## config.mk

```make
export PLATFORM = sky130hd
export DESIGN_NAME = mm_dual_pd
export DESIGN_NICKNAME = d
export VERILOG_FILES = /design/src/rtl/pd_pkg.sv /design/src/rtl/pd_slicer.sv /design/src/rtl/pd_symbol_pipe.sv /design/src/rtl/pd_mm_core.sv /design/src/rtl/mm_dual_pd.sv
export SDC_FILE = /design/constraint.sdc
export NUM_CORES = 1
export LEC_CHECK = 0
export CORE_MARGIN = 2
export CORE_UTILIZATION = 57
export CTS_CLUSTER_SIZE = 28
export DETAILED_ROUTE_END_ITERATION = 16
export HOLD_SLACK_MARGIN = 0.1
export MAX_ROUTING_LAYER = met4
export PLACE_DENSITY = 0.81
export SYNTH_ARGS = -nofsm -noshare
export SYNTH_HDL_FRONTEND = slang
export SYNTH_HIERARCHICAL = 1
export SYNTH_SLANG_ARGS = --single-unit
```

## constraint.sdc

```tcl
create_clock -name clk -period 5.7 [get_ports clk]
set_input_delay 0.57 -clock clk [delete_from_list [all_inputs] [get_ports clk]]
set_output_delay 0.57 -clock clk [all_outputs]
set_load 0.005 [all_outputs]
```

## src/rtl/pd_pkg.sv

```systemverilog
package pd_pkg;

    localparam int SAMPLE_W = 8;
    localparam int REF_W    = 8;
    localparam int WIDE_W   = (SAMPLE_W > REF_W) ? SAMPLE_W : REF_W;
    // 3x plus 3r needs two bits above the wider input, plus sign and margin
    localparam int ERR_W    = WIDE_W + 4;
    // |d| <= 3 costs two bits, the difference of two products one more
    localparam int PH_W     = ERR_W + 3;

    typedef logic signed [2:0]       dec_t;
    typedef logic signed [ERR_W-1:0] err_t;
    typedef logic signed [PH_W-1:0]  ph_t;

    typedef enum logic {
        MODE_PAM4 = 1'b0,
        MODE_NRZ  = 1'b1
    } pd_mode_e;

    typedef struct packed {
        dec_t dec;
        err_t err;
    } sym_t;

    typedef struct packed {
        sym_t     four;
        sym_t     two;
        pd_mode_e mode;
    } slot_t;

    localparam dec_t DEC_P3 = 3'sd3;
    localparam dec_t DEC_P1 = 3'sd1;
    localparam dec_t DEC_M1 = -3'sd1;
    localparam dec_t DEC_M3 = -3'sd3;

    function automatic err_t ext_sample(input logic [SAMPLE_W-1:0] x);
        return err_t'({{(ERR_W-SAMPLE_W){x[SAMPLE_W-1]}}, x});
    endfunction

    function automatic err_t ext_ref(input logic [REF_W-1:0] r);
        return err_t'({{(ERR_W-REF_W){1'b0}}, r});
    endfunction

    function automatic ph_t ext_err(input err_t e);
        return ph_t'({{(PH_W-ERR_W){e[ERR_W-1]}}, e});
    endfunction

    // multiply by one of the four decision values using adds only
    function automatic err_t scale_err(input dec_t d, input err_t v);
        err_t r;
        case (d)
            DEC_P3:  r = v + v + v;
            DEC_P1:  r = v;
            DEC_M1:  r = -v;
            default: r = -(v + v + v);
        endcase
        return r;
    endfunction

    function automatic ph_t scale_ph(input dec_t d, input err_t e);
        ph_t v;
        ph_t r;
        v = ext_err(e);
        case (d)
            DEC_P3:  r = v + v + v;
            DEC_P1:  r = v;
            DEC_M1:  r = -v;
            default: r = -(v + v + v);
        endcase
        return r;
    endfunction

    function automatic sym_t slice(input logic [SAMPLE_W-1:0] x,
                                   input logic [REF_W-1:0]    r,
                                   input pd_mode_e            m);
        sym_t s;
        err_t xs;
        err_t x3;
        err_t rs;
        err_t thr_hi;
        err_t thr_lo;
        xs     = ext_sample(x);
        x3     = xs + xs + xs;
        rs     = ext_ref(r);
        thr_hi = rs + rs;
        thr_lo = -thr_hi;
        if (m == MODE_NRZ) begin
            s.dec = xs[ERR_W-1] ? DEC_M3 : DEC_P3;
        end else if (x3 >= thr_hi) begin
            s.dec = DEC_P3;
        end else if (!x3[ERR_W-1]) begin
            s.dec = DEC_P1;
        end else if (x3 >= thr_lo) begin
            s.dec = DEC_M1;
        end else begin
            s.dec = DEC_M3;
        end
        s.err = x3 - scale_err(s.dec, rs);
        return s;
    endfunction

endpackage

```

## src/rtl/pd_slicer.sv

```systemverilog
module pd_slicer
    import pd_pkg::*;
#(
    parameter pd_mode_e MODE = MODE_PAM4
) (
    input  logic [SAMPLE_W-1:0] sample_i,
    input  logic [REF_W-1:0]    ref_i,
    output sym_t                sym_o
);

    always_comb begin
        sym_o = slice(sample_i, ref_i, MODE);
    end

endmodule

```

## src/rtl/pd_symbol_pipe.sv

```systemverilog
module pd_symbol_pipe
    import pd_pkg::*;
(
    input  logic  clk,
    input  logic  rst,
    input  logic  valid_i,
    input  slot_t slot_i,
    output slot_t cur_o,
    output slot_t prev_o,
    output logic  cur_vld_o,
    output logic  pair_ok_o
);

    logic seen_q;

    always_ff @(posedge clk) begin
        if (rst) begin
            cur_o     <= '0;
            prev_o    <= '0;
            cur_vld_o <= 1'b0;
            pair_ok_o <= 1'b0;
            seen_q    <= 1'b0;
        end else begin
            cur_vld_o <= valid_i;
            if (valid_i) begin
                prev_o    <= cur_o;
                cur_o     <= slot_i;
                pair_ok_o <= seen_q;
                seen_q    <= 1'b1;
            end
        end
    end

endmodule

```

## src/rtl/pd_mm_core.sv

```systemverilog
module pd_mm_core
    import pd_pkg::*;
(
    input  logic  clk,
    input  logic  rst,
    input  slot_t cur_i,
    input  slot_t prev_i,
    input  logic  cur_vld_i,
    input  logic  pair_ok_i,
    output ph_t   phase_o,
    output logic  phase_vld_o
);

    sym_t now_s;
    sym_t old_s;
    ph_t  phase_d;

    // both operands follow the mode captured with the current symbol
    always_comb begin
        if (cur_i.mode == MODE_NRZ) begin
            now_s = cur_i.two;
            old_s = prev_i.two;
        end else begin
            now_s = cur_i.four;
            old_s = prev_i.four;
        end
        phase_d = scale_ph(old_s.dec, now_s.err) - scale_ph(now_s.dec, old_s.err);
    end

    always_ff @(posedge clk) begin
        if (rst) begin
            phase_o     <= '0;
            phase_vld_o <= 1'b0;
        end else begin
            phase_vld_o <= cur_vld_i & pair_ok_i;
            if (cur_vld_i && pair_ok_i) begin
                phase_o <= phase_d;
            end
        end
    end

endmodule

```

## src/rtl/mm_dual_pd.sv

```systemverilog
module mm_dual_pd
    import pd_pkg::*;
(
    input  logic                    clk,
    input  logic                    rst,
    input  logic                    valid_i,
    input  logic                    mode_i,
    input  logic [SAMPLE_W-1:0]     sample_i,
    input  logic [REF_W-1:0]        ref_i,
    output logic                    adapt_vld_o,
    output logic signed [2:0]       adapt_dec_o,
    output logic signed [ERR_W-1:0] adapt_err_o,
    output logic                    phase_vld_o,
    output logic signed [PH_W-1:0]  phase_o
);

    localparam int N_MODES = 2;

    sym_t  sliced [N_MODES];
    slot_t new_slot;
    slot_t cur_slot;
    slot_t prev_slot;
    logic  cur_vld;
    logic  pair_ok;
    ph_t   phase_w;

    for (genvar g = 0; g < N_MODES; g++) begin : g_slice
        pd_slicer #(
            .MODE((g == 1) ? MODE_NRZ : MODE_PAM4)
        ) u_slicer (
            .sample_i(sample_i),
            .ref_i   (ref_i),
            .sym_o   (sliced[g])
        );
    end

    always_comb begin
        new_slot.four = sliced[0];
        new_slot.two  = sliced[1];
        new_slot.mode = mode_i ? MODE_NRZ : MODE_PAM4;
    end

    pd_symbol_pipe u_pipe (
        .clk      (clk),
        .rst      (rst),
        .valid_i  (valid_i),
        .slot_i   (new_slot),
        .cur_o    (cur_slot),
        .prev_o   (prev_slot),
        .cur_vld_o(cur_vld),
        .pair_ok_o(pair_ok)
    );

    pd_mm_core u_core (
        .clk        (clk),
        .rst        (rst),
        .cur_i      (cur_slot),
        .prev_i     (prev_slot),
        .cur_vld_i  (cur_vld),
        .pair_ok_i  (pair_ok),
        .phase_o    (phase_w),
        .phase_vld_o(phase_vld_o)
    );

    assign adapt_vld_o = cur_vld;
    assign adapt_dec_o = cur_slot.four.dec;
    assign adapt_err_o = cur_slot.four.err;
    assign phase_o     = phase_w;

endmodule

```

== Word-level counts from Yosys, hierarchy flattened ==
Cells that the tools add are included.

* Input port bits: 20
* Output and inout port bits: 32
* Register bits: 80

* Bitwise gates (word level): 1
* Add/subtract/negate cells: 18
* Order comparisons: 2
* Mux-type cells: 11
* Equality and inequality tests: 12
* Reductions and logical operators: 1

{| class="wikitable"
|+ Operators by type and width
! cell !! number
|-
| one-hot mux 15 bit (3 select lines) || 2
|-
| one-hot mux 12 bit (3 select lines) || 2
|-
| 2-to-1 mux 15 bit || 2
|-
| negation 12 -> 15 bit || 2
|-
| negation 15 bit || 2
|-
| adder 13 x 12 -> 14 bit || 2
|-
| adder 12 x 12 -> 13 bit || 2
|-
| greater-or-equal comparator 12 bit || 2
|-
| negation 12 bit || 2
|-
| subtractor 12 bit || 2
|-
| adder 8 x 8 -> 9 bit || 2
|-
| subtractor 15 bit || 1
|-
| adder 12 x 9 -> 12 bit || 1
|-
| equality test 3 x 1 -> 1 bit (second input constant) || 4
|-
| equality test 3 x 2 -> 1 bit (second input constant) || 4
|-
| equality test 3 bit (second input constant) || 4
|-
| negation 8 -> 12 bit || 1
|-
| adder 9 x 8 -> 10 bit || 1
|-
| 2-to-1 mux 3 bit || 3
|-
| 2-to-1 mux 2 bit || 1
|-
| AND 1 bit || 1
|-
| logical AND 1 bit || 1
|-
| 2-to-1 mux 1 bit || 1
|}

== Depth between registers and ports, before layout ==
* Depth in word-level cells: 9
* Gate-level depth with buffers: 27
* Mapped depth without buffers: 27

== By module ==
Netlist, hierarchy kept.

{| class="wikitable"
|+ Modules (own cells, without submodules)
! module !! seq. area each (um2) !! area each (um2) !! times used !! cells an instance
|-
| pd_mm_core || 320.3 || 4837.1 || 1 || 665
|-
| pd_symbol_pipe || 1301.2 || 2301.0 || 1 || 208
|-
| pd_slicer at g_slice[0].u_slicer || 0.0 || 2210.9 || 1 || 296
|-
| pd_slicer at g_slice[1].u_slicer || 0.0 || 1159.9 || 1 || 145
|}

== Worst setup path before layout ==
Ideal clock, no wire load.

* Path type: register to register
* From: reg u_pipe/cur_o[0] (netlist bit)
* To: reg u_core.phase_o[14]
* Setup slack: -0.036 ns
* Path buffers: 4
* Cell stages (with the launch flop): 25
* Clock period less this slack: 5.736 ns
* Required time: 5.582 ns
* Arrival time: 5.618 ns
* Path through: dfxtp_1 -> buf_6 -> buf_2 -> buf_2 -> buf_2 -> mux2i_1 -> inv_1 -> ha_1 -> fa_1 -> xor2_1 -> or3b_1 -> or3_1 -> nor3_1 -> xnor2_1 -> a21oi_1 -> a21oi_1 -> ha_1 -> and3_1 -> a21oi_1 -> o21ai_1 -> o41a_2 -> a31oi_2 -> nor3b_2 -> a21oi_2 -> o2111a_1

* Longest elaborated chain between the ends: 6

{| class="wikitable"
|+ Ends and longest elaborated chain
! element !! line !! source
|-
| start, declared || pd_symbol_pipe.sv:8 || <nowiki>output slot_t cur_o,</nowiki>
|-
| start signal, assigned || pd_symbol_pipe.sv:27 || <nowiki>cur_o <= slot_i;</nowiki>
|-
| 2-to-1 mux 15 bit || pd_mm_core.sv:20 || <nowiki>if (cur_i.mode == MODE_NRZ) begin</nowiki>
|-
| adder 12 x 12 -> 13 bit || pd_pkg.sv:65, pd_pkg.sv:68 ||
|-
| adder 13 x 12 -> 14 bit || pd_pkg.sv:65, pd_pkg.sv:68 ||
|-
| negation 15 bit || pd_pkg.sv:68 || <nowiki>default: r = -(v + v + v);</nowiki>
|-
| one-hot mux 15 bit (3 select lines) || pd_pkg.sv:64 || <nowiki>case (d)</nowiki>
|-
| subtractor 15 bit (*) || pd_mm_core.sv:27 || <nowiki>phase_d = scale_ph(old_s.dec, now_s.err) - scale_ph(now_s.dec, old_s.err);</nowiki>
|-
| end signal, assigned || pd_mm_core.sv:37 || <nowiki>phase_o <= phase_d;</nowiki>
|-
| end, declared || pd_mm_core.sv:10 || <nowiki>output ph_t phase_o,</nowiki>
|}

Every way passes the cells marked *; elsewhere a longest branch is shown, timed or not.
A chain may end at the register's enable or synchronous reset.

==> flow_metrics.env <==
export IMPL_fin_crit_ns=5.51
export IMPL_whs_path_depth=2
export IMPL_clock_latency_ns=0.35
export IMPL_final_common_cell="nor2_1"
export IMPL_ant_nets=0
export IMPL_irDropWorstVdd_mv=0.394
export IMPL_grt_overflow=0
export IMPL_antenna_found_initial=0
export IMPL_synth_area_per_cell_sq_um=7.99
export IMPL_cts_buffer_depth=2
export IMPL_layout_common_cells="nor2_1, ha_1, a21oi_1, mux2i_1, nand2_1"
export IMPL_crit_fanout=3
export IMPL_root_buffer="clkbuf_16"
export IMPL_placed_cells=1595
export IMPL_cts_sinks=80
export IMPL_drc=0
export IMPL_fp_dieW_um=140
export IMPL_tightest_slew_ns=1.05
export IMPL_vias=9916
export IMPL_grt_pass1_wl_um=45500
export IMPL_slew_headroom_pct=30.2
export IMPL_postSynthCellCount=1311
export IMPL_syn_area_sq_um=10500
export IMPL_start_util_pct=58.1
export IMPL_fin_skew_ns=0.00597
export IMPL_power_leakage_nw=5.26
export IMPL_cts_htree_levels=3
export IMPL_cts_buffers=9
export IMPL_syn_num_nets=1478
export IMPL_cts_tree="built"
export IMPL_dpl_hpwl_um=21900
export IMPL_place_gp_congestion=0.969
export IMPL_top_level_ports=52
export IMPL_fp_row_count=49
export IMPL_wirelength_um=28000
export IMPL_cts_hold_fix_buffers=0
export IMPL_hold_class="flop to flop"
export IMPL_finalSetupViolations=0
export IMPL_grt_pass1_vias=9305
export IMPL_final_cells=1613
export IMPL_avgRoutedWirePerCell_um=17.4
export IMPL_cap_violations=0
export IMPL_layout_setup_ws_ns=0.193
export IMPL_start_kind="input port"
export IMPL_drtIter0Drc=776
export IMPL_drv_slew=0
export IMPL_die_area_sq_um=19500
export IMPL_arrival_ns=5.71
export IMPL_crit_required_ns=5.90
export IMPL_max_freq_mhz=182
export IMPL_clk_pin_slew_ns=0.06
export IMPL_grt_max_degree=83
export IMPL_p_per_area_nw_per_um2=402
export IMPL_coreArea_sq_um=18000
export IMPL_hold_viol_final=0
export IMPL_die_h_um=140
export IMPL_drive_above_1_share_pct=10.7
export IMPL_first_pass_iters=5
export IMPL_vias_per_cell=6.15
export IMPL_outcome="finished, final reports clean"
export IMPL_antenna_cells=0
export IMPL_fill_cells=1525
export IMPL_grt_total_usage_pct=28.8
export IMPL_fin_crit_sh_pct=96.6
export IMPL_nets=1546
export IMPL_syn_to_final_growth_pct=12.2
export IMPL_r2r_cells=21
export IMPL_critical_path_class="input port to flop"
export IMPL_portBuffers=51
export IMPL_dp_slack_ns=-0.203
export IMPL_ys_warn_count=6
export IMPL_endpoint_kind="flop"
[flip-flops by register name, indices dropped and copies added, names as in the netlist]
register            cells
u_pipe/cur_o           31
u_pipe/prev_o          30
u_core/phase_o         15
u_core/phase_vld_o      1
u_pipe/cur_vld_o        1
u_pipe/pair_ok_o        1
u_pipe/seen_q           1
[power by group]
part / switching, W / internal (W)
clock: 0.000257 / 0.000349
combinational: 0.00190 / 0.00150
sequential: 0.0000843 / 0.000639
[path summary, 6_finish.rpt]
| check | to | slack, ns | from |
|---|---|---|---|
| max reg2reg | u_core/phase_o[14] | 0.24 | u_pipe/cur_o[0] |
| min reg2reg | u_core/phase_o[12] | 0.45 | u_core/phase_o[12] |
| max | u_pipe/cur_o[27] | 0.19 | sample_i[0] |
| min | u_core/phase_o[12] | 0.45 | u_core/phase_o[12] |
[final cells by class]
| cell class | count | area, sq um | share of cell area, % |
|---|---|---|---|
| Clock inverter | 7 | 87.6 | 0.745 |
| Sequential cell | 80 | 1600 | 13.6 |
| Timing Repair Buffer | 111 | 968 | 8.24 |
| Multi-Input combinational cell | 1099 | 8290 | 70.5 |
| Inverter | 78 | 293 | 2.49 |
| Tap cell | 229 | 287 | 2.44 |
| Clock buffer | 9 | 225 | 1.92 |
[routing by layer]
metal / vias to the layer above / track usage, % / wire, um
met5: - / - / 0
met4: 0 / 10.9 / 1010
met3: 62 / 2.99 / 1240
met2: 313 / 50.4 / 14000
met1: 4662 / 34.2 / 11800
li1: 4879 / - / -
[per-stage QoR]
stage                     utilization (%)  cell area [sq um]  TNS [ns]  hold slack [ns]  total power, W
after floorplan                         -              10500         0            0.434         0.00325
after global placement               63.1              11400         0            0.439         0.00393
after detailed placement             63.1              11400    -0.395            0.447         0.00402
after CTS                            64.8              11700         0            0.455         0.00465
after global routing                 65.2              11800    -0.516            0.485         0.00509
final                                65.2              11800         0            0.453         0.00473
[worst max-delay path, stage by stage]
cell and delay (ns):
clkdlybuf4s50_1 0.49, ha_1 0.18, inv_1 0.06, fa_1 0.38
inv_1 0.06, a21oi_1 0.05, o21bai_1 0.18, a21o_1 0.15
a21oi_1 0.09, xnor2_2 0.17, ha_1 0.31, nand4_1 0.14
nor4_1 0.35, o22ai_1 0.19, o21a_1 0.17, nand2_1 0.12
nor3b_1 0.06, a211oi_1 0.28, ha_1 0.32, o21a_1 0.19
o31a_1 0.14, o31a_1 0.28, o21ai_2 0.13, o21ai_0 0.13
a31oi_1 0.22, xnor2_1 0.09, mux2i_1 0.14, nor2_1 0.05
[what timing repair did]
action                                  in CTS  in global routing
endpoints found under the setup margin       0                  8
setup buffers                                0                  2
resized for setup                            0                 16
Power figures use the tool's default switching activity.
